**config.mk**
```make
export PLATFORM = sky130hd
export DESIGN_NAME = hostreg_top
export DESIGN_NICKNAME = d
export VERILOG_FILES = /design/src/rtl/hostreg_pkg.sv /design/src/rtl/hostreg_fifo.sv /design/src/rtl/hostreg_decode.sv /design/src/rtl/hostreg_top.sv
export SDC_FILE = /design/constraint.sdc
export NUM_CORES = 2
export LEC_CHECK = 0
export BUFFER_PORTS_ARGS = -buffer_cell sky130_fd_sc_hd__buf_2
export CORE_UTILIZATION = 45
export CTS_CLUSTER_DIAMETER = 80
export DETAILED_ROUTE_END_ITERATION = 8
export PLACE_DENSITY = 0.56
export SLEW_MARGIN = 20
export SYNTH_ARGS = -nofsm -noshare
export SYNTH_HDL_FRONTEND = slang
export SYNTH_SLANG_ARGS = --single-unit
```
**constraint.sdc**
```tcl
create_clock -name clk -period 3.99 [get_ports clk]
set_clock_uncertainty 0.1 [all_clocks]
set_input_delay 0.1995 -clock clk [delete_from_list [all_inputs] [get_ports clk]]
set_output_delay 0.1995 -clock clk [all_outputs]
set_load 0.02 [all_outputs]
```
**src/rtl/hostreg_pkg.sv**
```systemverilog
package hostreg_pkg;

  typedef enum logic [1:0] {
    OFS_STATUS = 2'd0,
    OFS_MSG    = 2'd1,
    OFS_ID     = 2'd2,
    OFS_COLOUR = 2'd3
  } hostreg_ofs_e;

  localparam int FLUSH_BIT = 4;
  localparam int LEVEL_LSB = 8;
  localparam int LEVEL_W   = 8;

  function automatic logic [31:0] status_word(input logic [LEVEL_W-1:0] level);
    logic [31:0] w;
    w = '0;
    w[LEVEL_LSB +: LEVEL_W] = level;
    return w;
  endfunction

endpackage

```
**src/rtl/hostreg_fifo.sv**
```systemverilog
module hostreg_fifo #(
  parameter int DEPTH  = 64,
  parameter int DATA_W = 32,
  localparam int AW = $clog2(DEPTH),
  localparam int CW = $clog2(DEPTH + 1)
) (
  input  logic              clk,
  input  logic              rst,
  input  logic              push,
  input  logic [DATA_W-1:0] push_data,
  input  logic              pop,
  input  logic              flush,
  output logic [DATA_W-1:0] pop_data,
  output logic [CW-1:0]     level
);

  logic [DATA_W-1:0] mem [DEPTH];
  logic [AW-1:0]     rd_ptr, wr_ptr;
  logic              is_empty, is_full, pop_ok, push_ok;

  assign is_empty = (level == '0);
  assign is_full  = (level == CW'(DEPTH));
  assign pop_ok   = pop && !is_empty;
  // a pop in the same cycle frees a slot even when full; flush drops the push
  assign push_ok  = push && !flush && (!is_full || pop_ok);

  function automatic logic [AW-1:0] next_ptr(input logic [AW-1:0] p);
    return (p == AW'(DEPTH - 1)) ? '0 : p + 1'b1;
  endfunction

  // storage without reset so it maps onto block RAM
  always_ff @(posedge clk) begin
    if (push_ok) mem[wr_ptr] <= push_data;
  end

  always_ff @(posedge clk) begin
    if (rst)       pop_data <= '0;
    else if (pop)  pop_data <= is_empty ? '0 : mem[rd_ptr];
  end

  always_ff @(posedge clk) begin
    if (rst || flush) begin
      rd_ptr <= '0;
      wr_ptr <= '0;
      level  <= '0;
    end else begin
      if (push_ok) wr_ptr <= next_ptr(wr_ptr);
      if (pop_ok)  rd_ptr <= next_ptr(rd_ptr);
      case ({push_ok, pop_ok})
        2'b10:   level <= level + 1'b1;
        2'b01:   level <= level - 1'b1;
        default: level <= level;
      endcase
    end
  end

  a_r6_no_overflow: assert property (@(posedge clk) disable iff (rst)
    level <= CW'(DEPTH));

  a_r6_full_push_dropped: assert property (@(posedge clk) disable iff (rst)
    (is_full && push && !pop && !flush) |=> (level == CW'(DEPTH)));

  a_r3_flush_empties: assert property (@(posedge clk) disable iff (rst)
    flush |=> (level == '0));

  a_r5_empty_pop_zero: assert property (@(posedge clk) disable iff (rst)
    (pop && is_empty && !flush) |=> (pop_data == '0));

  a_r7_pushpop_level: assert property (@(posedge clk) disable iff (rst)
    (push && pop && !is_empty && !flush) |=> $stable(level));

endmodule

```
**src/rtl/hostreg_decode.sv**
```systemverilog
module hostreg_decode
  import hostreg_pkg::*;
(
  input  logic [1:0] addr,
  input  logic       rd,
  input  logic       wr,
  input  logic       flush_bit,
  output logic       pop_req,
  output logic       flush_req,
  output logic       colour_we
);

  hostreg_ofs_e ofs;
  assign ofs = hostreg_ofs_e'(addr);

  always_comb begin
    pop_req   = rd && (ofs == OFS_MSG);
    flush_req = wr && (ofs == OFS_STATUS) && flush_bit;
    colour_we = wr && (ofs == OFS_COLOUR);
  end

endmodule

```
**src/rtl/hostreg_top.sv**
```systemverilog
module hostreg_top
  import hostreg_pkg::*;
#(
  parameter int          DEPTH      = 64,
  parameter int          BUS_W      = 32,
  parameter int          COLOUR_W   = 24,
  parameter logic [23:0] COLOUR_RST = 24'h00FF00,
  parameter logic [31:0] BLOCK_ID   = 32'h5EE0_B10C
) (
  input  logic                clk,
  input  logic                rst,
  input  logic [1:0]          bus_addr,
  input  logic                bus_rd,
  input  logic                bus_wr,
  input  logic [BUS_W-1:0]    bus_wdata,
  output logic [BUS_W-1:0]    bus_rdata,
  input  logic                push_valid,
  input  logic [BUS_W-1:0]    push_data,
  output logic [COLOUR_W-1:0] box_colour
);

  localparam int CW = $clog2(DEPTH + 1);

  logic             pop_req, flush_req, colour_we;
  logic [BUS_W-1:0] pop_data, rd_hold;
  logic [CW-1:0]    level;
  logic             sel_msg;
  logic             wdata_unused;

  assign wdata_unused = &bus_wdata[BUS_W-1:COLOUR_W];

  hostreg_decode dec_i (
    .addr      (bus_addr),
    .rd        (bus_rd),
    .wr        (bus_wr),
    .flush_bit (bus_wdata[FLUSH_BIT]),
    .pop_req   (pop_req),
    .flush_req (flush_req),
    .colour_we (colour_we)
  );

  hostreg_fifo #(.DEPTH(DEPTH), .DATA_W(BUS_W)) fifo_i (
    .clk       (clk),
    .rst       (rst),
    .push      (push_valid),
    .push_data (push_data),
    .pop       (pop_req),
    .flush     (flush_req),
    .pop_data  (pop_data),
    .level     (level)
  );

  always_ff @(posedge clk) begin
    if (rst)            box_colour <= COLOUR_RST[COLOUR_W-1:0];
    else if (colour_we) box_colour <= bus_wdata[COLOUR_W-1:0];
  end

  // registered read path; the queue word is already registered in the FIFO
  always_ff @(posedge clk) begin
    if (rst) begin
      sel_msg <= 1'b0;
      rd_hold <= '0;
    end else if (bus_rd) begin
      sel_msg <= (hostreg_ofs_e'(bus_addr) == OFS_MSG);
      case (hostreg_ofs_e'(bus_addr))
        OFS_STATUS: rd_hold <= status_word(LEVEL_W'(level));
        OFS_ID:     rd_hold <= BLOCK_ID;
        OFS_COLOUR: rd_hold <= BUS_W'(box_colour);
        default:    rd_hold <= '0;
      endcase
    end
  end

  assign bus_rdata = sel_msg ? pop_data : rd_hold;

  a_r9_id_read: assert property (@(posedge clk) disable iff (rst)
    (bus_rd && bus_addr == 2'd2) |=> (bus_rdata == BLOCK_ID));

  a_r2_status_reserved_zero: assert property (@(posedge clk) disable iff (rst)
    (bus_rd && bus_addr == 2'd0) |=> (bus_rdata[31:16] == '0 && bus_rdata[7:0] == '0));

  a_r8_colour_stable: assert property (@(posedge clk) disable iff (rst)
    !(bus_wr && bus_addr == 2'd3) |=> $stable(box_colour));

  a_r1_rdata_hold: assert property (@(posedge clk) disable iff (rst)
    !bus_rd |=> $stable(bus_rdata));

endmodule

```
==> impl_results.md <==
- Status: finished, final reports clean
- EDFF count, synth: ~2,000
- Post-Synthesis Net Count: ~3,900
- CORE AREA: around 180,000 um^2
- Root Buffer Master: clkbuf_16
- I/O pins: between 100 and 150
- Data required time of the worst path: 4630 ps
- CTS tree: built
- Setup tns final: 0 ps
- Final Max Slew Viols: 0
- Initial antenna violation count: 11
- CTS buffer count: 215
- Period utilisation layout: 0.907
- Fmax: around 280 MHz
- Placer Congestion: 0.803
- Post-Layout Cell Count: around 7,000
- Die Y: ~430 um
- Most frequent cell after synthesis: edfxtp_1
- Initial DRC count: around 4,600
- HP Class: input port to flop
- Drt first pass iters: 5
- Total clock sinks: between 2,000 and 2,500
- Top_reg_cell synth: edfxtp_1
- Commonest cells in the synthesized netlist: edfxtp_1, mux4_2, nand2_1, nor2_1, dfxtp_1
- Max cap viols: 0
- Worst vdd ir: between 0.4 and 0.5 mV
- Post-route ant nets: 0
- R2r endpoint: fifo_i.level[6]
- GR Util All Layers: 0.248
- Vias per cell: approximately 6
- Yosys cell types: 73
- Post-layout min period: around 3600 ps
- Worst r2r src: fifo_i.level[0]
- Post-synth top area cell: edfxtp_1
- Cells after Synth: approximately 3,900
- Layout area overhead: 16.2%
- Post-route cell area: around 96,000 um^2
- P_leak: about 30 nW
- CP Capture Type: flop
- Worst-Margin Slew: 1070 ps
- Ys async rst share: 0
- Grt ovf: 0
- CTS clk-pin slew, worst paths: approximately 60 ps
- Reg2Reg Depth: 13
- # H-tree levels: 4
- Max_slew headroom: 0.285
- Reg2reg setup slack: approximately 370 ps
- Data arrival, critical path: between 4000 and 5000 ps
- First-pass GRT wire length: approximately 320 mm
- Post-synth top area share: 0.743
- Synthesized cell area: 82,800 um^2
- CP Capture Point: fifo_i.level[6]
- CP Launch Type: flop
- Initial Util: 0.453
- Number of global-route vias before repair: ~42,000
- Setup violations, final: 0
- Register area share after synthesis: 0.769
- Register bit total from synthesis: between 2,000 and 2,500
- Nets: 4,435
- Worst Setup Path Type: flop to flop
- Final core utilization: 0.526
- RSZ-0062 raised after global routing: no
- Placed Area: just under 90,000 um^2
- Die Width: 431 um
- Setup bufs post-CTS: 0
- PortBufs: between 100 and 150
- Layout cell share with drive strength beyond 1: 0.293
- Via count: ~42,000
- DRC Markers: 0
- CP Max Fanout: 6
- Syn Area/Cell: 21.4 um^2
- Largest net degree at the start of global routing: 67
- Pwr dens: 480 nW/um^2
- Placed Cells: 6,502
- Synth top area cells: edfxtp_1, mux4_2, dfxtp_1
- FP Rows: approximately 160
- Worst-Skew Late Latency: ~850 ps
- CTS max path bufs: 3
- Detailed Place HPWL: 138 mm
- Yosys warns: 0
- Fin. Hold Viols: 0
- Die ar.: around 190,000 um^2
- Average wire per standard cell: between 30 and 40 um
- Worst Setup SP: fifo_i.level[0]
- Post-Route WL: roughly 230 mm
[metrics by stage]
step	power, W	worst slack, ps	hold WS [ps]
global route	0.0474	118	95.3
CTS	0.0464	287	2.54
finish	0.0461	369	128
floorplan	0.0262	517	198
detailed placement	0.0269	447	316
global placement	0.0269	406	312
[how the worst min path moves through the flow]
stage,from,end,depth (start not counted)
global route,bus_wdata[16],box_colour[16],4
detailed placement,bus_wdata[11],box_colour[11],3
floorplan,push_data[0],fifo_i.mem[0][0],0
global placement,bus_wdata[11],box_colour[11],3
finish,push_data[27],fifo_i.mem[16][27],2
CTS,push_data[21],fifo_i.mem[12][21],1
[cell families after synthesis]
kind of cell,share of synthesized area
xor+xnor,0.00106
flops,0.769
mux,0.159
buf+inv,0.0150
simple gates,0.0266
fa+ha+maj,0.00130
compound gates,0.0285
[critical path, stage by stage, from the launching register on]
cell           delay (ps)
dfxtp_1               350
nor4_2                280
buf_4                 190
a21oi_1                90
nand2b_1              230
inv_1                 160
ha_1                  340
nor2b_1               140
o21ai_1               200
a21oi_1               160
or3_1                 370
o221ai_1              190
a31oi_1               110
dlygate4sd3_1         590
[area by class of cell]
type,instances,area [um^2]
well taps,2464,3080
clock buffers,281,5660
inverters,10,37.5
fillers,14200,86700
multi-input cells,1481,18400
flip-flops and latches,2155,63700
diodes,3,7.51
clock inverters,113,1110
repair buffers,493,4210
[where the power goes]
group          internal, W  leakage [nW]  switching (W)
clock network       0.0110          3.30        0.00863
registers           0.0248          19.3      0.0000630
logic             0.000614          7.05       0.000984
[state kept, by name (all words and copies together), names as in the netlist, named ones only]
name,count
rd_hold,25
sel_msg,1
fifo_i.mem,2048
fifo_i.wr_ptr,6
box_colour,24
fifo_i.level,7
fifo_i.pop_data,32
fifo_i.rd_ptr,6
[layer usage]
layer | part of all wire | vias to the layer above | global-route usage
li1 | - | 17200 | -
met4 | 0.020 | 6 | 0.0599
met5 | 0.00018 | - | 0
met2 | 0.49 | 1624 | 0.400
met3 | 0.073 | 280 | 0.0446
met1 | 0.42 | 22900 | 0.351
[timing repair]
item	4_1_cts	5_1_grt
hold endpoints to repair	748	1024
resized for setup	0	1
hold buffers	85	16
endpoints found under the setup margin	0	1
[layout by cell type (no fill, tap or decap), drive strengths merged, types with 4 or more instances in the layout]
cell type / n
edfxtp: 2048
mux4: 523
buf: 392
clkbuf: 281
nand2: 148
nor2: 122
dfxtp: 107
a22oi: 102
dlygate4sd3: 101
mux2i: 91
a21oi: 87
clkinv: 86
nand3: 58
nor2b: 42
mux2: 38
a211oi: 32
o22ai: 26
nand2b: 22
inv: 21
o21ai: 19
a31oi: 16
bufinv: 15
nand3b: 14
nand4: 12
and2: 12
nor3: 11
a221oi: 9
o221ai: 7
ha: 7
or3: 6
xor2: 6
o211ai: 6
a2111oi: 6
a32o: 5
or2: 4
xnor2: 4
Note: power is estimated with default switching activity, not from simulation.
